File: src/rtl/kme_pkg.sv
package kme_pkg;
    typedef enum logic [1:0] {
        ST_SLEEP = 2'd0,
        ST_SCAN  = 2'd1,
        ST_EVAL  = 2'd2
    } scan_state_e;
endpackage

File: src/rtl/kme_scan_fsm.sv
module kme_scan_fsm
    import kme_pkg::*;
#(
    parameter int ROWS = 8,
    parameter int COLS = 12,
    localparam int RW = $clog2(ROWS),
    localparam int CW = $clog2(COLS)
) (
    input  logic            clk,
    input  logic            rst_n,
    input  logic            half_rate,
    input  logic            col_any,
    input  logic            quiet,
    output scan_state_e     state,
    output logic [RW-1:0]   row_idx,
    output logic [ROWS-1:0] row_drive,
    output logic            sample_en,
    output logic [RW-1:0]   eval_row,
    output logic [CW-1:0]   eval_col,
    output logic            eval_en,
    output logic            eval_last
);
    scan_state_e state_nx;
    logic        div;
    logic        tick;

    assign tick = !half_rate || div;

    always_comb begin
        state_nx = state;
        unique case (state)
            ST_SLEEP: if (col_any) state_nx = ST_SCAN;
            ST_SCAN:  if (tick && row_idx == RW'(ROWS-1)) state_nx = ST_EVAL;
            ST_EVAL:  if (eval_last) state_nx = quiet ? ST_SLEEP : ST_SCAN;
            default:  state_nx = ST_SLEEP;
        endcase
    end

    always_ff @(posedge clk or negedge rst_n) begin
        if (!rst_n) state <= ST_SLEEP;
        else        state <= state_nx;
    end

    always_ff @(posedge clk or negedge rst_n) begin
        if (!rst_n) begin
            row_idx  <= '0;
            div      <= 1'b0;
            eval_row <= '0;
            eval_col <= '0;
        end else begin
            if (state == ST_SCAN) begin
                div <= !div;
                if (tick) row_idx <= (row_idx == RW'(ROWS-1)) ? '0 : row_idx + 1'b1;
            end else begin
                div     <= 1'b0;
                row_idx <= '0;
            end
            if (state == ST_EVAL) begin
                if (eval_col == CW'(COLS-1)) begin
                    eval_col <= '0;
                    eval_row <= (eval_row == RW'(ROWS-1)) ? '0 : eval_row + 1'b1;
                end else begin
                    eval_col <= eval_col + 1'b1;
                end
            end else begin
                eval_row <= '0;
                eval_col <= '0;
            end
        end
    end

    always_comb begin
        row_drive = '0;
        sample_en = 1'b0;
        eval_en   = 1'b0;
        eval_last = 1'b0;
        unique case (state)
            ST_SLEEP: row_drive = '1;
            ST_SCAN: begin
                row_drive = ROWS'(1) << row_idx;
                sample_en = tick;
            end
            ST_EVAL: begin
                eval_en   = 1'b1;
                eval_last = (eval_row == RW'(ROWS-1)) && (eval_col == CW'(COLS-1));
            end
            default: row_drive = '1;
        endcase
    end

    p_row_onehot_r1: assert property (@(posedge clk) disable iff (!rst_n)
        state == ST_SCAN |-> $onehot(row_drive));
    p_row_step_r1: assert property (@(posedge clk) disable iff (!rst_n)
        (state == ST_SCAN && $past(state) == ST_SCAN && row_drive != $past(row_drive))
        |-> row_drive == ($past(row_drive) << 1));
    p_sleep_rows_r9: assert property (@(posedge clk) disable iff (!rst_n)
        state == ST_SLEEP |-> row_drive == '1);
    p_wake_r9: assert property (@(posedge clk) disable iff (!rst_n)
        (state == ST_SLEEP && col_any) |=> (state == ST_SCAN && row_idx == '0));
endmodule

File: src/rtl/kme_ghost.sv
module kme_ghost #(
    parameter int ROWS = 8,
    parameter int COLS = 12,
    localparam int KEYS = ROWS * COLS,
    localparam int RW = $clog2(ROWS),
    localparam int CW = $clog2(COLS)
) (
    input  logic [KEYS-1:0] frame,
    input  logic [RW-1:0]   row,
    input  logic [CW-1:0]   col,
    output logic            ghost
);
    logic [COLS-1:0] own_row;
    logic [COLS-1:0] col_mask;
    logic [ROWS-1:0] hit;

    assign own_row  = frame[32'(row) * COLS +: COLS];
    assign col_mask = ~(COLS'(1) << col);

    for (genvar r = 0; r < ROWS; r++) begin : g_rect
        logic [COLS-1:0] other_row;
        assign other_row = frame[r*COLS +: COLS];
        assign hit[r] = (RW'(r) != row) && other_row[col]
                        && (|(other_row & own_row & col_mask));
    end

    assign ghost = |hit;
endmodule

File: src/rtl/kme_fifo.sv
module kme_fifo #(
    parameter int W     = 8,
    parameter int DEPTH = 8,
    localparam int AW = $clog2(DEPTH)
) (
    input  logic         clk,
    input  logic         rst_n,
    input  logic         push,
    input  logic [W-1:0] din,
    input  logic         pop,
    output logic [W-1:0] dout,
    output logic         empty,
    output logic         overflow
);
    logic [W-1:0]  mem [DEPTH];
    logic [AW-1:0] wr_ptr, rd_ptr;
    logic [AW:0]   count;
    logic          full, do_push, do_pop;

    assign full    = (count == (AW+1)'(DEPTH));
    assign empty   = (count == '0);
    assign do_push = push && !full;
    assign do_pop  = pop && !empty;
    assign dout    = mem[rd_ptr];

    always_ff @(posedge clk or negedge rst_n) begin
        if (!rst_n) begin
            wr_ptr   <= '0;
            rd_ptr   <= '0;
            count    <= '0;
            overflow <= 1'b0;
        end else begin
            if (do_push) begin
                wr_ptr <= (wr_ptr == AW'(DEPTH-1)) ? '0 : wr_ptr + 1'b1;
            end
            if (do_pop) begin
                rd_ptr <= (rd_ptr == AW'(DEPTH-1)) ? '0 : rd_ptr + 1'b1;
            end
            count <= count + (AW+1)'(do_push) - (AW+1)'(do_pop);
            if (push && full) overflow <= 1'b1;
        end
    end

    always_ff @(posedge clk) begin
        if (do_push) mem[wr_ptr] <= din;
    end

    p_no_overflow_r7: assert property (@(posedge clk) disable iff (!rst_n)
        (full && push && !pop) |=> (overflow && $stable(count)));
    p_sticky_r7: assert property (@(posedge clk) disable iff (!rst_n)
        $past(overflow) |-> overflow);
    p_depth_r6: assert property (@(posedge clk) disable iff (!rst_n)
        count <= (AW+1)'(DEPTH));
    p_empty_pop_r10: assert property (@(posedge clk) disable iff (!rst_n)
        (empty && pop && !push) |=> empty);
endmodule

File: src/rtl/kme_encoder.sv
module kme_encoder
    import kme_pkg::*;
#(
    parameter int ROWS  = 8,
    parameter int COLS  = 12,
    parameter int DEPTH = 8,
    localparam int KEYS   = ROWS * COLS,
    localparam int KW     = $clog2(KEYS),
    localparam int CODE_W = KW + 1,
    localparam int RW     = $clog2(ROWS),
    localparam int CW     = $clog2(COLS)
) (
    input  logic              clk,
    input  logic              rst_n,
    input  logic              half_rate,
    input  logic [COLS-1:0]   col_in,
    output logic [ROWS-1:0]   row_drive,
    input  logic              evt_pop,
    output logic [CODE_W-1:0] evt_code,
    output logic              evt_irq,
    output logic              evt_overflow
);
    scan_state_e     state;
    logic [RW-1:0]   row_idx, eval_row;
    logic [CW-1:0]   eval_col;
    logic            sample_en, eval_en, eval_last;
    logic [KEYS-1:0] cur, prev, stable;
    logic [KW-1:0]   key;
    logic            ghost, accept, quiet, q_empty;
    logic [CODE_W-1:0] code;

    assign quiet = !(|cur) && !(|prev);
    assign key   = KW'(eval_row) * KW'(COLS) + KW'(eval_col);

    kme_scan_fsm #(.ROWS(ROWS), .COLS(COLS)) u_fsm (
        .clk(clk), .rst_n(rst_n), .half_rate(half_rate), .col_any(|col_in),
        .quiet(quiet), .state(state), .row_idx(row_idx), .row_drive(row_drive),
        .sample_en(sample_en), .eval_row(eval_row), .eval_col(eval_col),
        .eval_en(eval_en), .eval_last(eval_last)
    );

    kme_ghost #(.ROWS(ROWS), .COLS(COLS)) u_ghost (
        .frame(cur), .row(eval_row), .col(eval_col), .ghost(ghost)
    );

    assign accept = eval_en && (cur[key] != stable[key])
                    && (cur[key] == prev[key]) && !ghost;
    assign code   = {stable[key], key};

    always_ff @(posedge clk or negedge rst_n) begin
        if (!rst_n) begin
            cur    <= '0;
            prev   <= '0;
            stable <= '0;
        end else begin
            if (sample_en) cur[32'(row_idx) * COLS +: COLS] <= col_in;
            if (accept)    stable[key] <= cur[key];
            if (eval_last) prev <= cur;
        end
    end

    kme_fifo #(.W(CODE_W), .DEPTH(DEPTH)) u_fifo (
        .clk(clk), .rst_n(rst_n), .push(accept), .din(code), .pop(evt_pop),
        .dout(evt_code), .empty(q_empty), .overflow(evt_overflow)
    );

    assign evt_irq = !q_empty;

    p_event_in_eval_r2: assert property (@(posedge clk) disable iff (!rst_n)
        accept |-> state == ST_EVAL);
    p_debounce_r3: assert property (@(posedge clk) disable iff (!rst_n)
        accept |=> stable[$past(key)] == $past(prev[key]));
    p_irq_set_r6: assert property (@(posedge clk) disable iff (!rst_n)
        (accept && !evt_irq) |=> evt_irq);
endmodule

File: config.mk
export PLATFORM = sky130hd
export DESIGN_NAME = kme_encoder
export DESIGN_NICKNAME = d
export VERILOG_FILES = /design/src/rtl/kme_pkg.sv /design/src/rtl/kme_scan_fsm.sv /design/src/rtl/kme_ghost.sv /design/src/rtl/kme_fifo.sv /design/src/rtl/kme_encoder.sv
export SDC_FILE = /design/constraint.sdc
export NUM_CORES = 1
export LEC_CHECK = 0
export ABC_AREA = 1
export BUFFER_PORTS_ARGS = -buffer_cell sky130_fd_sc_hd__buf_2
export CORE_ASPECT_RATIO = 1.4
export CORE_MARGIN = 3
export CORE_UTILIZATION = 35
export DETAILED_ROUTE_END_ITERATION = 8
export REMOVE_ABC_BUFFERS = 1
export SETUP_SLACK_MARGIN = 0.1
export SYNTH_ARGS = -nofsm -noshare
export SYNTH_HDL_FRONTEND = slang
export SYNTH_SLANG_ARGS = --single-unit
export TNS_END_PERCENT = 100
File: constraint.sdc
create_clock -name clk -period 6.9 [get_ports clk]
set_input_delay 1.38 -clock clk [delete_from_list [all_inputs] [get_ports clk]]
set_output_delay 1.38 -clock clk [all_outputs]
set_load 0.02 [all_outputs]
# [Word level (Yosys, flattened, before mapping)]
# Memories as Yosys holds them, arrays and structs flattened.
# Index checks and enable logic that the tools add are counted.
[totals] ff_bits=312 ramBits=64 inputBits=16 mem_count=1
[classes] addsub=9 multipliers=3 n_lt_le_gt_ge=3 n_eq_ne=22 shift=5 muxes=48 bitwise=17 n_reduce_logical=50
[mem_list] name="u_fifo.mem" depth=8 width=8 rd=1 rd_ports_with_merged_regs=0 write_ports=1 line_no="kme_fifo.sv:15" text="logic [W-1:0] mem [DEPTH];"
[op_table] op="$and A12 B12 Y12" n=16
[op_table] op="$bwmux W96" n=2
[op_table] op="$reduce_or A96 Y1" n=2
[op_table] op="$reduce_or A12 Y1" n=9
[op_table] op="$shift A12 B34 Y96 const A" n=1
[op_table] op="$shiftx A12 B34 Y96" n=1
[op_table] op="$shiftx A96 B8 Y12" n=1
[op_table] op="$neg A7 Y34" n=1
[op_table] op="$bmux W1 S4" n=8
[op_table] op="$logic_and A1 B1 Y1" n=26
[op_table] op="$mux W3" n=8
[op_table] op="$bmux W1 S7" n=3
[op_table] op="$mux W1" n=19
[op_table] op="$pmux W8 S2" n=1
[op_table] op="$mul A3 B2 Y5 const B" n=3
[op_table] op="$add A3 B1 Y3 const B" n=4
[op_table] op="$eq A3 B3 Y1 const B" n=4
[op_table] op="$ne A3 B3 Y1 const A" n=4
[op_table] op="$not A12 Y12" n=1
[op_table] op="$shl A1 B4 Y12 const A" n=1
[op_table] op="$eq A4 B4 Y1 const B" n=2
[op_table] op="$lt A7 B8 Y1 const B" n=1
[op_table] op="$mux W4" n=2
[op_table] op="$reduce_or A8 Y1" n=1
[op_table] op="24 further kinds" n=36

# [Logic depth before layout (Yosys ltp)]
[depth] word_depth=12 mapped_depth=26

# [Hierarchy]
# A second synthesis with hierarchy kept.
[hier_totals] cells_unflattened=3636 hier_area_um2=24922.7
[modules_own_cells] mod="kme_encoder" instances=1 cells_per_inst=2506 area_each_um2=17430.5 seq_area_each_um2=7206.9
[modules_own_cells] mod="kme_fifo" instances=1 cells_per_inst=357 area_each_um2=3505.9 seq_area_each_um2=2197.1
[modules_own_cells] mod="kme_ghost" instances=1 cells_per_inst=672 area_each_um2=3164.3 seq_area_each_um2=0.0
[modules_own_cells] mod="kme_scan_fsm" instances=1 cells_per_inst=101 area_each_um2=822.0 seq_area_each_um2=325.3

# [Least setup slack after synthesis]
# OpenSTA, ideal clock, no wires.
[synth_timing] kind="flip-flop to flip-flop" startpoint="reg u_fsm.eval_row[0]" endpoint="reg u_fifo.count[2]" t_arrival_ps=4012 required_time_ps=6777 path_slack_ps=2765 stages_incl_launch_ff=24 period_less_slack_ps=4135 path_cell_list="dfrtp_1 buf_2 inv_4 buf_4 ha_1 inv_1 fa_1 inv_2 nor2_2 inv_1 nor2_1 nor2_1 nand2_1 nand2_1 nand3_1 nand3_1 nand2_2 buf_2 nand4_1 inv_1 ha_1 inv_1 fa_1 xnor2_1"
[synth_via] elab_cells_between_ends=68 cone_classes="add/sub: 3; mul: 2; eq/ne: 9; shift: 1; mux: 6; bitwise: 16; reduce/logical: 31"
[synth_lines] item="from (decl)" line_no="kme_scan_fsm.sv:18" text="output logic [RW-1:0] eval_row,"
[synth_lines] item="from (signal assigned)" line_no="kme_scan_fsm.sv:61" text="eval_row <= (eval_row == RW'(ROWS-1)) ? '0 : eval_row + 1'b1;"
[synth_lines] item="$mul A3 B2 Y5" line_no="kme_encoder.sv:33" text="assign key = KW'(eval_row) * KW'(COLS) + KW'(eval_col);"
[synth_lines] item="$add A7 B4 Y7" line_no="kme_encoder.sv:33"
[synth_lines] item="named net code[3]" line_no="kme_encoder.sv:30" text="logic [CODE_W-1:0] code;"
[synth_lines] item="$bmux W1 S7"
[synth_lines] item="$mux W1"
[synth_lines] item="named net code[7]" line_no="kme_encoder.sv:30"
[synth_lines] item="$ne A1 B1 Y1" line_no="kme_encoder.sv:46" text="assign accept = eval_en && (cur[key] != stable[key])"
[synth_lines] item="$logic_and A1 B1 Y1" line_no="kme_encoder.sv:46"
[synth_lines] item="$logic_and A1 B1 Y1 (2 in a row)" line_no="kme_encoder.sv:47" text="&& (cur[key] == prev[key]) && !ghost;"
[synth_lines] item="$logic_and A1 B1 Y1" line_no="kme_fifo.sv:22" text="assign do_push = push && !full;"
[synth_lines] item="named net u_fifo.do_push" line_no="kme_fifo.sv:18" text="logic full, do_push, do_pop;"
[synth_lines] item="$add A4 B1 Y4" line_no="kme_fifo.sv:39" text="count <= count + (AW+1)'(do_push) - (AW+1)'(do_pop);"
[synth_lines] item="$sub A4 B1 Y4" line_no="kme_fifo.sv:39"
[synth_lines] item="to (signal assigned)" line_no="kme_fifo.sv:39"
[synth_lines] item="to (decl)" line_no="kme_fifo.sv:17" text="logic [AW:0] count;"
# The timed path passes the listed nets, and every way through them passes these cells. The select of a mux whose other input is x is not followed.
# A chain may end at the register's enable or synchronous reset.

# [Worst setup path in the final report]
[layout_timing] startpoint="reg u_fsm.eval_row[0]" endpoint="mem u_fifo.mem[2][7] (enable)"
[layout_via] elab_cells_between_ends=68 cone_classes="add/sub: 1; mul: 2; eq/ne: 9; shift: 1; mux: 8; bitwise: 16; reduce/logical: 31"
[layout_lines] item="$mul A3 B2 Y5" line_no="kme_encoder.sv:33"
[layout_lines] item="$add A7 B4 Y7" line_no="kme_encoder.sv:33"
[layout_lines] item="$bmux W1 S7"
[layout_lines] item="$mux W1"
[layout_lines] item="named net code[7]" line_no="kme_encoder.sv:30"
[layout_lines] item="$ne A1 B1 Y1" line_no="kme_encoder.sv:46"
[layout_lines] item="$logic_and A1 B1 Y1" line_no="kme_encoder.sv:46"
[layout_lines] item="$logic_and A1 B1 Y1 (2 in a row)" line_no="kme_encoder.sv:47"
[layout_lines] item="$logic_and A1 B1 Y1" line_no="kme_fifo.sv:22"
[layout_lines] item="$mux W1" line_no="kme_fifo.sv:45" text="if (do_push) mem[wr_ptr] <= din;"
[layout_lines] item="$mux W1 (not written as such)" line_no="kme_fifo.sv:45"
[layout_lines] item="to (decl)" line_no="kme_fifo.sv:15"
# The timed path passes the listed nets, and every way through them passes these cells. The select of a mux whose other input is x is not followed.

==> key figures <==
Run status
  • Status: finished clean

Clocking
  • Clock sinks: 376
  • Cts repair resizes: 0
  • Hold_buf cts: 0
  • Root Driver: clkbuf_16
  • Clock transition at the registers of the reported paths: 70 ps
  • CTS H-tree lvls: 2
  • Worst-Skew Late Latency: 590 ps
  • CTS tree: built
  • CTS buffer count: 42
  • Clock buffer depth: 3
  • # Post-CTS Setup Buffers: 0

Synthesis
  • Largest area contributor in the netlist: dfrtp_1
  • Post-synth EDFFs: 64
  • Synth Area in Simple Gates: 37.7%
  • Ranking of synthesized cells by area: dfrtp_1, nand2_1, edfxtp_1
  • Main combinational cell family by area after synthesis: simple AND/OR/NAND/NOR gates
  • Sequential-to-total area share from yosys stat: 41.1%
  • Yosys Warn Count: 0
  • Xor and xnor area share after synthesis: 0.254%
  • Post-Syn Area per Cell: 6.87 um^2
  • Post-synthesis mux area share: 0.661%
  • Syn Std Cell Area: 23700 um^2
  • Synth Area in Adders: 2.24%
  • Synth Area in Compound Gates: 8.96%
  • Mapped Cells: 3442
  • Synth cell types: 42
  • Top_reg_cell synth: dfrtp_1
  • Yosys reg bits: 376
  • Asr flop ratio synth: 83.0%
  • Synth top area share: 33.0%

Critical path
  • Crit path cell chain: buf_4 > ha_1 > fa_1 > xor2_1 > nor2_2 > inv_1 > nor2_1 > nor2_1 > nand2_1 > nand2_1 > nand3_1 > nand3_1 > nand2_4 > nand2_1 > nor2_4 > nand3_1 > nor2_1
  • R2R setup slack: 1170 ps
  • Max stage delay cell, worst path: nor2_1
  • Crit path DAT: 5920 ps
  • CP Capture Type: flop
  • Startpoint Class: flop
  • Crit path kind: flop to flop
  • Critical path's top delay family: simple AND/OR/NAND/NOR gates
  • Critical R2R Launch: u_fsm.eval_row[0]
  • FF-to-FF path depth: 17
  • Reg-to-reg endpoint: u_fifo.mem[2][7]
  • CP bufs+invs: 2
  • CP Max Fanout: 65
  • CP Data Required Time: 7090 ps
  • Worst path max stage delay: 740 ps

Placed design
  • RD Place Congestion: 0.970
  • Pre-CTS setup slack: 1230 ps
  • HPWL after detailed placement: 59700 um
  • Port-buffer cells: 33

Global routing
  • All-Layer GR Usage: 24.4%
  • Vias in the first global route: 22131
  • Largest net degree at the start of global routing: 187
  • Overflow after GRT: 0
  • First-pass GRT wire length: 134000 um
  • Initial antenna violation count: 0

STA
  • Setup TNS Final: 0 ps
  • Final setup fails: 0
  • Setup WS post-layout: 1170 ps
  • Slew Viols, Final: 0
  • Fmax: 175 MHz
  • Post-layout min period: 5730 ps
  • Crit share post-route: 83.0%
  • Fin. Hold Viols: 0
  • RSZ-0062 raised after global routing: no
  • Relative slew margins: 14.1%
  • Worst Tran Pin Value: 1280 ps
  • Max Clock Skew: 24.8 ps

Cells and area
  • Layout cell share with drive strength beyond 1: 4.94%
  • Layout area overhead: 8.55%
  • Nets: 3428
  • Antenna cells: 0

Hold path
  • Hold Path Depth: 1
  • Worst min-delay path startpoint: u_fsm.div
  • Hold EP: u_fsm.div
  • Worst min-delay path class: flop to flop

Power
  • P_leak: 11.6 nW
  • Maximum vdd drop: 0.000399 V
  • PwrDens: 361 nW/um^2

Floorplan
  • Die height: 314 um
  • Die W: 226 um
  • Placeable Area: 66800 um^2
  • Standard-cell row count: 112
  • Initial Utilization: 35.4%
  • Total I/O pin count: 34
  • DIE AREA: 70800 um^2

Drt
  • Routed WL per cell: 20.7 um
  • Final WL: 87900 um
  • Initial DRT Pass Iterations: 8
  • Routed vias/inst: 5.49
  • Antenna-violating nets left: 0
  • Initial DRC Count: 2242
  • Post-route DRC: 0
  • Detailed-route via count: 23368

Job
  • Maxcap violations: 0
==> cell usage after synthesis, types with 19 or more instances <==
library cell,n
buf_2,52
nand2_1,1087
nand4_1,160
buf_4,23
o21ai_1,20
o22ai_1,19
nor4_1,41
nor2_1,385
edfxtp_1,64
clkbuf_1,78
nand3_1,377
ha_1,36
dfrtp_1,312
a21oi_1,59
o21ai_0,251
inv_1,329
==> worst max path at each step <==
| stage | start | slack (ps) | cells after the start | end |
|---|---|---|---|---|
| 3_5_place_dp | u_fsm.eval_row[0] | 1230 | 17 | u_fifo.mem[3][5] |
| 4_1_cts | u_fsm.eval_row[0] | 1200 | 17 | u_fifo.mem[3][4] |
| 3_3_place_gp | u_fsm.eval_row[0] | 1390 | 17 | u_fifo.mem[2][5] |
| 5_1_grt | u_fsm.eval_row[0] | 730 | 17 | u_fifo.mem[2][7] |
| 6_report | u_fsm.eval_row[0] | 1170 | 17 | u_fifo.mem[2][7] |
| 2_1_floorplan | u_fsm.eval_col[0] | -4120 | 16 | u_fifo.mem[0][0] |
==> layer usage <==
metal  vias up  track usage (%)  wire length [um]
met5         -                0                 0
met1     10916             30.2             34400
met3       300             3.49              5690
met4         0             14.4              5830
li1      11151                -                 -
met2      1001             40.6             42000
==> worst register-to-register path, stage by stage, from the launching register on <==
cell,delay (ps)
dfrtp_2,390
buf_4,580
ha_1,360
fa_1,550
xor2_1,230
nor2_2,510
inv_1,220
nor2_1,150
nor2_1,50
nand2_1,90
nand2_1,80
nand3_1,310
nand3_1,200
nand2_4,350
nand2_1,170
nor2_4,210
nand3_1,160
nor2_1,740
==> registers in the layout (all words and copies together) (netlist names), 4 cells and up <==
signal,flops
prev,96
cur,96
u_fsm.eval_col,4
stable,96
u_fifo.count,4
u_fifo.mem,64
==> area by class of cell <==
class / instances / area, um^2
Clock buffer: 62 / 1220
Clock inverter: 11 / 113
Fill cell: 7112 / 41200
Inverter: 350 / 1320
Multi-Input combinational cell: 2542 / 11800
Sequential cell: 376 / 9740
Tap cell: 855 / 1070
Timing Repair Buffer: 60 / 415
==> kinds of logic (layout without fill, tap and decap cells) <==
family / count (synthesis) / in the layout
adder cells (fa/ha/maj): 40 / 40
buffers and inverters: 524 / 483
multiplexers: 15 / 15
flip-flops: 376 / 376
AND/OR/NAND/NOR: 2085 / 2085
AO/OA/AOI/OAI: 396 / 396
XOR/XNOR: 6 / 6
==> metrics by stage <==
step	power [mW]	hold WS [ps]	area [um^2]	utilization [%]	cells
2_1_floorplan	5.27	404	22800	-	3268
3_3_place_gp	6.98	424	24300	36.4	4183
3_5_place_dp	6.96	424	24300	36.4	4183
4_1_cts	9.22	432	25700	38.4	4256
5_1_grt	9.78	456	25700	38.4	4256
6_report	9.27	431	25700	38.4	4256
==> report_power, final <==
group | internal [mW] | leakage (nW) | total [mW] | switching, mW
Combinational | 0.964 | 6.26 | 3.89 | 2.92
Sequential | 2.50 | 4.72 | 3.13 | 0.633
Clock | 1.30 | 0.645 | 2.25 | 0.950
Total | 4.76 | 11.6 | 9.27 | 4.50
==> cells in the final DEF, fill, tap and decap left out, types with 11 or more instances in the layout <==
cell type,instances
nand4_1,160
o21ai_0,249
a21oi_1,59
buf_4,24
o22ai_1,19
nor4_1,41
inv_2,17
inv_1,329
nor3_1,14
clkbuf_16,45
nand3_1,377
buf_2,32
dfrtp_1,309
ha_1,36
clkbuf_1,14
nor2_4,11
nor2_1,384
edfxtp_1,64
a31oi_1,15
o21ai_1,22
nand2_1,1087
No activity file was read; power rests on OpenSTA's default activity.
